**src/rtl/prg_bank_pkg.sv**
```systemverilog
package prg_bank_pkg;

  localparam int CPU_AW = 16;
  localparam int DATA_W = 8;

  // page codes on the CPU address
  localparam logic [2:0] CFG_PAGE  = 3'b011;  // 0x6000-0x7FFF
  localparam logic [3:0] LOW_PAGE  = 4'h8;    // 0x8000-0x8FFF
  localparam logic [3:0] CTRL_PAGE = 4'h9;    // 0x9000-0x9FFF
  localparam logic [1:0] SEL_ARR   = 2'b00;   // cpu_addr[3:2] for arrangement
  localparam logic [1:0] SEL_LOCK  = 2'b10;   // cpu_addr[3:2] for unlock

  typedef enum logic [1:0] {
    NT_VERT = 2'd0,
    NT_HORZ = 2'd1,
    NT_LOW  = 2'd2,
    NT_HIGH = 2'd3
  } ntb_e;

  typedef enum logic [1:0] {
    MAP_NARROW16 = 2'd0,
    MAP_WIDE16   = 2'd1,
    MAP_WHOLE32  = 2'd2
  } map_e;

  typedef struct packed {
    logic ld_outer;
    logic ld_inner;
    logic ld_latch;
    logic ld_arr;
    logic ld_lock;
  } wr_stb_t;

endpackage

```
**src/rtl/prg_rst_sync.sv**
```systemverilog
module prg_rst_sync #(
  parameter int STAGES = 2
) (
  input  logic clk,
  input  logic rst_n,
  output logic rst_sync_n
);

  logic [STAGES-1:0] chain_q;
  logic [STAGES-1:0] chain_d;

  always_comb begin
    chain_d = {chain_q[STAGES-2:0], 1'b1};
  end

  always_ff @(posedge clk or negedge rst_n) begin
    if (!rst_n) chain_q <= '0;
    else        chain_q <= chain_d;
  end

  assign rst_sync_n = chain_q[STAGES-1];

endmodule

```
**src/rtl/prg_wr_decode.sv**
```systemverilog
module prg_wr_decode
  import prg_bank_pkg::*;
(
  input  logic              cpu_wr,
  input  logic [CPU_AW-1:0] cpu_addr,
  input  logic              unlock,
  output wr_stb_t           stb
);

  logic in_cfg;
  logic in_rom;
  logic in_low;
  logic in_ctrl;

  always_comb begin
    in_cfg  = (cpu_addr[15:13] == CFG_PAGE);
    in_rom  = cpu_addr[15];
    in_low  = (cpu_addr[15:12] == LOW_PAGE);
    in_ctrl = (cpu_addr[15:12] == CTRL_PAGE);

    stb.ld_outer = cpu_wr && in_cfg && unlock;
    stb.ld_latch = cpu_wr && in_rom;
    stb.ld_inner = cpu_wr && in_low;
    stb.ld_arr   = cpu_wr && in_ctrl && (cpu_addr[3:2] == SEL_ARR);
    stb.ld_lock  = cpu_wr && in_ctrl && (cpu_addr[3:2] == SEL_LOCK);
  end

endmodule

```
**src/rtl/prg_regs.sv**
```systemverilog
module prg_regs
  import prg_bank_pkg::*;
#(
  parameter int OUTER_W = 8,
  parameter int INNER_W = 4
) (
  input  logic               clk,
  input  logic               rst_n,
  input  logic               soft_rst,
  input  wr_stb_t            stb,
  input  logic [CPU_AW-1:0]  cpu_addr,
  input  logic [DATA_W-1:0]  cpu_wdata,
  output logic [OUTER_W-1:0] outer_q,
  output logic [INNER_W-1:0] inner_q,
  output logic [DATA_W-1:0]  latch_q,
  output logic [1:0]         arr_q,
  output logic               lock_q
);

  logic [OUTER_W-1:0] outer_d;
  logic [INNER_W-1:0] inner_d;
  logic [DATA_W-1:0]  latch_d;
  logic [1:0]         arr_d;
  logic               lock_d;

  // next-state
  always_comb begin
    outer_d = outer_q;
    inner_d = inner_q;
    latch_d = latch_q;
    arr_d   = arr_q;
    lock_d  = lock_q;

    if (soft_rst)          outer_d = '0;
    else if (stb.ld_outer) outer_d = cpu_addr[OUTER_W-1:0];

    if (stb.ld_inner) inner_d = cpu_wdata[INNER_W-1:0];
    if (stb.ld_latch) latch_d = cpu_wdata;
    if (stb.ld_arr)   arr_d   = cpu_wdata[1:0];
    if (stb.ld_lock)  lock_d  = cpu_wdata[0];
  end

  // registers with explicit enables
  always_ff @(posedge clk or negedge rst_n) begin
    if (!rst_n) begin
      outer_q <= '0;
    end else if (soft_rst || stb.ld_outer) begin
      outer_q <= outer_d;
    end
  end

  always_ff @(posedge clk or negedge rst_n) begin
    if (!rst_n) begin
      inner_q <= '0;
    end else if (stb.ld_inner) begin
      inner_q <= inner_d;
    end
  end

  always_ff @(posedge clk or negedge rst_n) begin
    if (!rst_n) begin
      latch_q <= '0;
    end else if (stb.ld_latch) begin
      latch_q <= latch_d;
    end
  end

  always_ff @(posedge clk or negedge rst_n) begin
    if (!rst_n) begin
      arr_q  <= '0;
      lock_q <= 1'b0;
    end else if (stb.ld_arr || stb.ld_lock) begin
      arr_q  <= arr_d;
      lock_q <= lock_d;
    end
  end

endmodule

```
**src/rtl/prg_bank_map.sv**
```systemverilog
module prg_bank_map
  import prg_bank_pkg::*;
#(
  parameter  int OUTER_W = 8,
  parameter  int INNER_W = 4,
  localparam int PRG_AW  = OUTER_W + 17
) (
  input  logic [OUTER_W-1:0] outer_q,
  input  logic [INNER_W-1:0] inner_q,
  input  logic [DATA_W-1:0]  latch_q,
  input  logic [1:0]         arr_q,
  input  logic [14:0]        rd_addr,
  output logic [PRG_AW-1:0]  prg_addr,
  output ntb_e               ntb_mode
);

  map_e        style;
  logic        hi_half;
  logic [3:0]  wide_sel;
  logic [2:0]  narrow_sel;
  logic        unused_latch;

  assign unused_latch = ^{latch_q[DATA_W-1:5], latch_q[3]};

  always_comb begin
    if (outer_q[3])      style = MAP_WHOLE32;
    else if (outer_q[2]) style = MAP_WIDE16;
    else                 style = MAP_NARROW16;
  end

  always_comb begin
    hi_half    = rd_addr[14];
    wide_sel   = hi_half ? 4'hF : inner_q[3:0];
    narrow_sel = hi_half ? 3'h7 : inner_q[2:0];
  end

  always_comb begin
    unique case (style)
      MAP_WHOLE32:  prg_addr = {outer_q[OUTER_W-1:1], latch_q[2:0], rd_addr[14:0]};
      MAP_WIDE16:   prg_addr = {outer_q[OUTER_W-1:1], wide_sel, rd_addr[13:0]};
      default:      prg_addr = {outer_q, narrow_sel, rd_addr[13:0]};
    endcase
  end

  always_comb begin
    if (style == MAP_WHOLE32) ntb_mode = latch_q[4] ? NT_HIGH : NT_LOW;
    else                      ntb_mode = ntb_e'(arr_q);
  end

endmodule

```
**src/rtl/prg_bank_ctrl.sv**
```systemverilog
module prg_bank_ctrl
  import prg_bank_pkg::*;
#(
  parameter  int OUTER_W = 8,
  localparam int PRG_AW  = OUTER_W + 17
) (
  input  logic              clk,
  input  logic              rst_n,
  input  logic              soft_rst,
  input  logic [15:0]       cpu_addr,
  input  logic [7:0]        cpu_wdata,
  input  logic              cpu_wr,
  output logic [PRG_AW-1:0] prg_addr,
  output logic [1:0]        ntb_mode
);

  localparam int INNER_W = 4;

  logic               rst_ok_n;
  wr_stb_t            stb;
  logic [OUTER_W-1:0] outer_q;
  logic [INNER_W-1:0] inner_q;
  logic [DATA_W-1:0]  latch_q;
  logic [1:0]         arr_q;
  logic               lock_q;
  ntb_e               ntb_sel;

  prg_rst_sync #(.STAGES(2)) u_rst (
    .clk        (clk),
    .rst_n      (rst_n),
    .rst_sync_n (rst_ok_n)
  );

  prg_wr_decode u_dec (
    .cpu_wr   (cpu_wr),
    .cpu_addr (cpu_addr),
    .unlock   (lock_q),
    .stb      (stb)
  );

  prg_regs #(.OUTER_W(OUTER_W), .INNER_W(INNER_W)) u_regs (
    .clk       (clk),
    .rst_n     (rst_ok_n),
    .soft_rst  (soft_rst),
    .stb       (stb),
    .cpu_addr  (cpu_addr),
    .cpu_wdata (cpu_wdata),
    .outer_q   (outer_q),
    .inner_q   (inner_q),
    .latch_q   (latch_q),
    .arr_q     (arr_q),
    .lock_q    (lock_q)
  );

  prg_bank_map #(.OUTER_W(OUTER_W), .INNER_W(INNER_W)) u_map (
    .outer_q  (outer_q),
    .inner_q  (inner_q),
    .latch_q  (latch_q),
    .arr_q    (arr_q),
    .rd_addr  (cpu_addr[14:0]),
    .prg_addr (prg_addr),
    .ntb_mode (ntb_sel)
  );

  assign ntb_mode = ntb_sel;

endmodule

```
**config.mk**
```make
export PLATFORM = sky130hd
export DESIGN_NAME = prg_bank_ctrl
export DESIGN_NICKNAME = d
export VERILOG_FILES = /design/src/rtl/prg_bank_pkg.sv /design/src/rtl/prg_rst_sync.sv /design/src/rtl/prg_wr_decode.sv /design/src/rtl/prg_regs.sv /design/src/rtl/prg_bank_map.sv /design/src/rtl/prg_bank_ctrl.sv
export SDC_FILE = /design/constraint.sdc
export NUM_CORES = 1
export LEC_CHECK = 0
export ABC_AREA = 1
export CAP_MARGIN = 20
export CORE_MARGIN = 2
export CORE_UTILIZATION = 25
export CTS_CLUSTER_DIAMETER = 50
export DETAILED_ROUTE_END_ITERATION = 16
export GPL_ROUTABILITY_DRIVEN = 0
export SLEW_MARGIN = 25
export SYNTH_ARGS = -nofsm -noshare
export SYNTH_HDL_FRONTEND = slang
export SYNTH_SLANG_ARGS = --single-unit
```
**constraint.sdc**
```tcl
create_clock -name clk -period 1 [get_ports clk]
set_input_delay 0.2 -clock clk [delete_from_list [all_inputs] [get_ports clk]]
set_output_delay 0.2 -clock clk [all_outputs]
set_load 0.005 [all_outputs]
```
* Word level (Yosys, flattened, before mapping)
Cells that the tools add are included.
** Cells by class
- Eq/ne operators :: 6
- Muxes and demuxes :: 9
- Reductions and logical operators :: 14
** Operator list (number)
- 18-bit case mux with 2 select lines :: 1
- 8-bit two-way mux :: 2
- 4-bit == test, second input constant :: 2
- 1-bit logical AND :: 7
- 2-bit AND reduction :: 3
- 2-bit == test, second input constant :: 2
- 2-bit two-way mux :: 2
- 4-bit two-way mux :: 1
- 3-bit by 2-bit == test with 1-bit output, second input constant :: 1
- 3-bit two-way mux :: 1
- 2-bit by 1-bit == test with 1-bit output, second input constant :: 1
- 2-bit zero test :: 1
- 1-bit logical OR :: 2
- 1-bit two-way mux :: 2
- 2-bit nonzero test :: 1
** Storage, ports and cells
- Flip-flop bits (word level) :: 22
- Input bits :: 28
- Output and inout port bits :: 27
- Word-level logic and storage cells :: 35

* Depth between registers and ports, before layout
- Depth after elaboration :: 5
- Gate-level depth with buffers :: 6
- Depth with buffers taken out :: 6

* Cells and area by module
Synthesis repeated with hierarchy kept, for this count alone.
** Unflattened totals
- Cells, all modules :: 160
- Area total of the unflattened synthesis :: 1291.2 um2
** Modules (own cells, without submodules)
- prg_regs :: instances 1, cells an instance 96, area an instance 909.6 um2, sequential area each 575.6 um2
- prg_bank_map :: instances 1, cells an instance 43, area an instance 247.7 um2, sequential area each 0.0 um2
- prg_wr_decode :: instances 1, cells an instance 18, area an instance 80.1 um2, sequential area each 0.0 um2
- prg_rst_sync :: instances 1, cells an instance 3, area an instance 53.8 um2, sequential area each 50.0 um2

* Least setup slack after synthesis
No wires, ideal clock.
- Path type :: flip-flop to output port
- From :: register u_regs.outer_q[3]
- To :: output prg_addr[17]
- Arrival time :: 0.823 ns
- Required time :: 0.800 ns
- Setup slack :: -0.023 ns
- Stages on the path, launching flop included :: 4
- Buffers on the path :: 0
- Cells stage by stage :: dfrtp_1 -> inv_1 -> o21ai_0 -> o21ai_0
** On the way
- Cells in the longest elaborated chain, start to end :: 3
- Elaborated cells on any way between the ends :: 4
- Classes of those cells :: eq/ne (2); mux (2)
** RTL lines
- start: declaration :: line prg_regs.sv:13 : output logic [OUTER_W-1:0] outer_q,
- start signal: assignment :: line prg_regs.sv:48 : outer_q <= outer_d;
- 2-bit two-way mux * :: line prg_bank_map.sv:26 : if (outer_q[3]) style = MAP_WHOLE32;
- 2-bit by 1-bit == test with 1-bit output or 2-bit == test (tied branches) :: line prg_bank_map.sv:38 : unique case (style)
- 18-bit case mux with 2 select lines * :: line prg_bank_map.sv:38
- end: declaration :: line prg_bank_ctrl.sv:13 : output logic [PRG_AW-1:0] prg_addr,
Every way passes the cells marked *; elsewhere a longest branch is shown, timed or not.

* Worst setup path after layout
- From :: register u_regs.outer_q[3]
- To :: output prg_addr[15]
The elaborated chain is that of the path after synthesis.

==> key figures <==
Run status
  – Status: finished, violations left
  – Violations in the final reports: setup timing

Worst setup path
  – Chain of cells forming the critical path: inv_2 -> buf_6 -> nor2_4 -> a21oi_2 -> buf_2
  – Type of element capturing the critical path: output pin
  – Required time worst endpoint: approximately 800 ps
  – Setup CP Type: flip-flop to output pin
  – Crit path buf inv count: 3
  – Kind of cell adding the most delay to the critical path: flip-flops
  – Arrival time worst endpoint: 1180 ps
  – Max Fanout on Critical Path: 5
  – Slowest-stage cell, CP: sky130_fd_sc_hd__dfrtp_1
  – Highest cell delay on the worst timing path: 410 ps
  – Kind of start point of the critical path: flip-flop

Global routing
  – First-pass GRT wire length: 4810 um
  – Antenna violations before repair: 0
  – Pin count of the biggest net entering global routing: 20
  – All-Layer GR Usage: 11.8%
  – Number of global-route vias before repair: 1077
  – Total congestion overflow: 0

Drt
  – Routed wire per std cell: roughly 12 um
  – Post-route ant nets: 0
  – Number of vias after detailed routing: 1116
  – Detailed-route wire length: slightly below 3000 um
  – DRC errors left: 0
  – Vias per cell: 4.34
  – Pre-antenna DRT Iters: 4
  – Count of routing violations after the opening detailed-route iteration: 84

Die
  – Number of top-level pins: 55
  – Placeable Area: between 4000 and 5000 um2
  – Initial cell density of the core: 26.4%
  – Core Rows: 24
  – Horizontal die dimension: 72.3 um
  – Die height: 72.3 um
  – Die Area: around 5200 um2

Timing
  – Fin Hold WS: roughly 96 ps
  – Final-layout setup total negative slack: -2200 ps
  – Hold Violations, Final: 0
  – Max Slew Vio Count: 0
  – Final critical delay including setup and external delays: 1380 ps
  – Fmax: 725 MHz
  – Final count of negative-setup-slack endpoints: 8
  – Post-Route Skew: approximately 1.4 ps
  – RSZ-0062 raised after global routing: yes
  – Final worst-path cycle share: 138%
  – Post-route setup slack: -379 ps

Synth
  – Post-Syn Nets: 166
  – Top area cells in the synthesized netlist: sky130_fd_sc_hd__dfrtp_1 45%, sky130_fd_sc_hd__buf_4 14%, sky130_fd_sc_hd__nand2_1 13%
  – Number of cells produced by synthesis: roughly 140
  – Count of yosys warnings during synthesis: 0
  – Number of register bits inferred by synthesis: 21
  – Fraction of the yosys area taken by sequential cells: 45.1%
  – Cell taking the most area after synthesis: sky130_fd_sc_hd__dfrtp_1
  – Fraction of the mapped netlist area in simple logic gates: 36.1%
  – Post-synthesis average cell area: 8.45 um2
  – Xor and xnor fraction of the mapped netlist area: 0%
  – Number of unique standard cell types used by synthesis: 18
  – Largest family of logic cells by synthesized area: simple AND/OR/NAND/NOR gates
  – Complex-gate fraction of the synthesized area: ~1.7%
  – Post-synthesis adder-cell area fraction: 0%
  – Cell Area, Synth: 1170 um2
  – Fraction of synthesized cell area taken by the top area cell type: 45.1%
  – Portion of netlist area occupied by mux cells: 0%

Pwr
  – Total power density per cell area: between 1000 and 1500 nW/um2
  – Standby leakage power: 1.04 nW
  – Final total power: between 1.5 and 2 mW
  – Max VDD drop: 0.000402 V

Clock network
  – Maximum number of buffers from clock root to sink: 2
  – Inserted Clock Buffers: 3
  – Clk root buf: sky130_fd_sc_hd__clkbuf_8
  – Clock tree from TritonCTS: done
  – CTS H-tree depth: 1
  – Total number of clock tree sinks: 21
  – Clock insertion delay at the later pin of the skew report: 260 ps
  – Clock transition at the register clock pins on the worst setup and hold paths after CTS: 80 ps

Final layout
  – Final core utilization: between 40% and 50%
  – Total inserted antenna cells: 0
  – Net total in the final layout: 234
  – Ratio of cells with drive above 1 in the final layout: 42.4%
  – Final cell count without fillers: 257
  – Synthesis-to-finish area growth: 59.3%
  – Final cell area excluding filler cells: 1860 um2
  – Number of filler instances in the final layout: about 440

Worst hold path
  – Type of the tightest min-delay check: primary input to asynchronous set/reset pin

Placement
  – Cell total after placement: 244
  – Sum of net half-perimeters after detailed placement: 2180 um
  – Port buffer count: 43
  – DP Area: between 1500 and 2000 um2
  – Post-Place Setup Slack: -704 ps

Job
  – Number of max-cap violations: 0
-- worst reg2reg max path, cell delays in order, from the launching register on --
cell                      delay (ps)
sky130_fd_sc_hd__dfrtp_1         390
sky130_fd_sc_hd__nand2_2         120
sky130_fd_sc_hd__nor2_8           50
sky130_fd_sc_hd__buf_4           150
sky130_fd_sc_hd__nand4_1          60
sky130_fd_sc_hd__nand2_1          60
-- synth_stat cells --
cell	number
sky130_fd_sc_hd__nand2_1	39
sky130_fd_sc_hd__buf_4	22
sky130_fd_sc_hd__dfrtp_1	21
sky130_fd_sc_hd__nand4_1	15
sky130_fd_sc_hd__nand3_1	14
sky130_fd_sc_hd__inv_1	6
sky130_fd_sc_hd__nor2_1	6
sky130_fd_sc_hd__a21oi_1	2
sky130_fd_sc_hd__nand2_2	2
sky130_fd_sc_hd__nor2_8	2
sky130_fd_sc_hd__o21ai_0	2
sky130_fd_sc_hd__buf_2	1
sky130_fd_sc_hd__conb_1	1
sky130_fd_sc_hd__inv_2	1
sky130_fd_sc_hd__nand2_4	1
sky130_fd_sc_hd__nand3_2	1
sky130_fd_sc_hd__nor3b_1	1
sky130_fd_sc_hd__or2_2	1
-- worst paths after layout --
check                           cells after the start                 to  slack, ps               from
max in group asynchronous                           1  u_regs.latch_q[2]        600   u_rst.chain_q[1]
worst max-delay path                                5       prg_addr[15]       -380  u_regs.outer_q[3]
worst min register to register                      1      u_regs.lock_q        200   u_rst.chain_q[1]
min in group clk                                    4  u_regs.outer_q[5]        320        cpu_addr[5]
worst max register to register                      5  u_regs.outer_q[5]         60      u_regs.lock_q
worst min-delay path                                1   u_rst.chain_q[1]        100              rst_n
-- where the power goes --
part / internal, mW / switching [mW]
sequential: 0.924 / 0.0461
combinational: 0.259 / 0.210
clock: 0.284 / 0.275
total: 1.47 / 0.531
-- layout make-up --
class                   instances  area, um2  area share, %
repair inverters                1       5.00          0.269
clock buffers                   4       45.0           2.42
flip-flops and latches         21        526           28.3
repair buffers                 84        691           37.2
multi-input cells              88        493           26.5
well taps                      52       65.1           3.50
inverters                       7       33.8           1.82
-- cell usage in the layout (no fill, tap or decap), drive strengths merged --
| master | count |
|---|---|
| conb | 1 |
| nand4 | 15 |
| o21ai | 2 |
| nand2 | 42 |
| nor3b | 1 |
| a21oi | 2 |
| dlygate4sd2 | 10 |
| inv | 5 |
| clkinvlp | 3 |
| dlymetal6s2s | 4 |
| clkdlybuf4s15 | 4 |
| clkdlybuf4s50 | 6 |
| nor2 | 9 |
| or2 | 1 |
| buf | 60 |
| nand3 | 15 |
| dfrtp | 21 |
| clkbuf | 4 |
-- state kept, by name, summed over array words and instances (netlist names) --
signal / flops
u_regs.outer_q: 8
u_regs.inner_q: 4
u_regs.latch_q: 4
u_regs.arr_q: 2
u_rst.chain_q: 2
u_regs.lock_q: 1
-- logic make-up after synthesis --
| logic type | Yosys count |
|---|---|
| flip-flops | 21 |
| AO/OA/AOI/OAI | 4 |
| other | 1 |
| AND/OR/NAND/NOR | 82 |
| buffers and inverters | 30 |
-- layer usage --
layer | global-route usage [%] | up-vias | routed length, um
met5 | 0 | - | 0
li1 | - | 574 | -
met4 | 5.87 | 0 | 37
met3 | 1.25 | 2 | 85
met2 | 21.0 | 14 | 1620
met1 | 14.1 | 526 | 1240
-- what timing repair did --
action                     CTS  global route
pin swaps                    2             5
setup buffers                7             1
gates resized for setup    115            11
setup endpoints to repair   41            27
hold buffers                 0             0
cloned                       1             1
No activity file was read; power rests on OpenSTA's default activity.
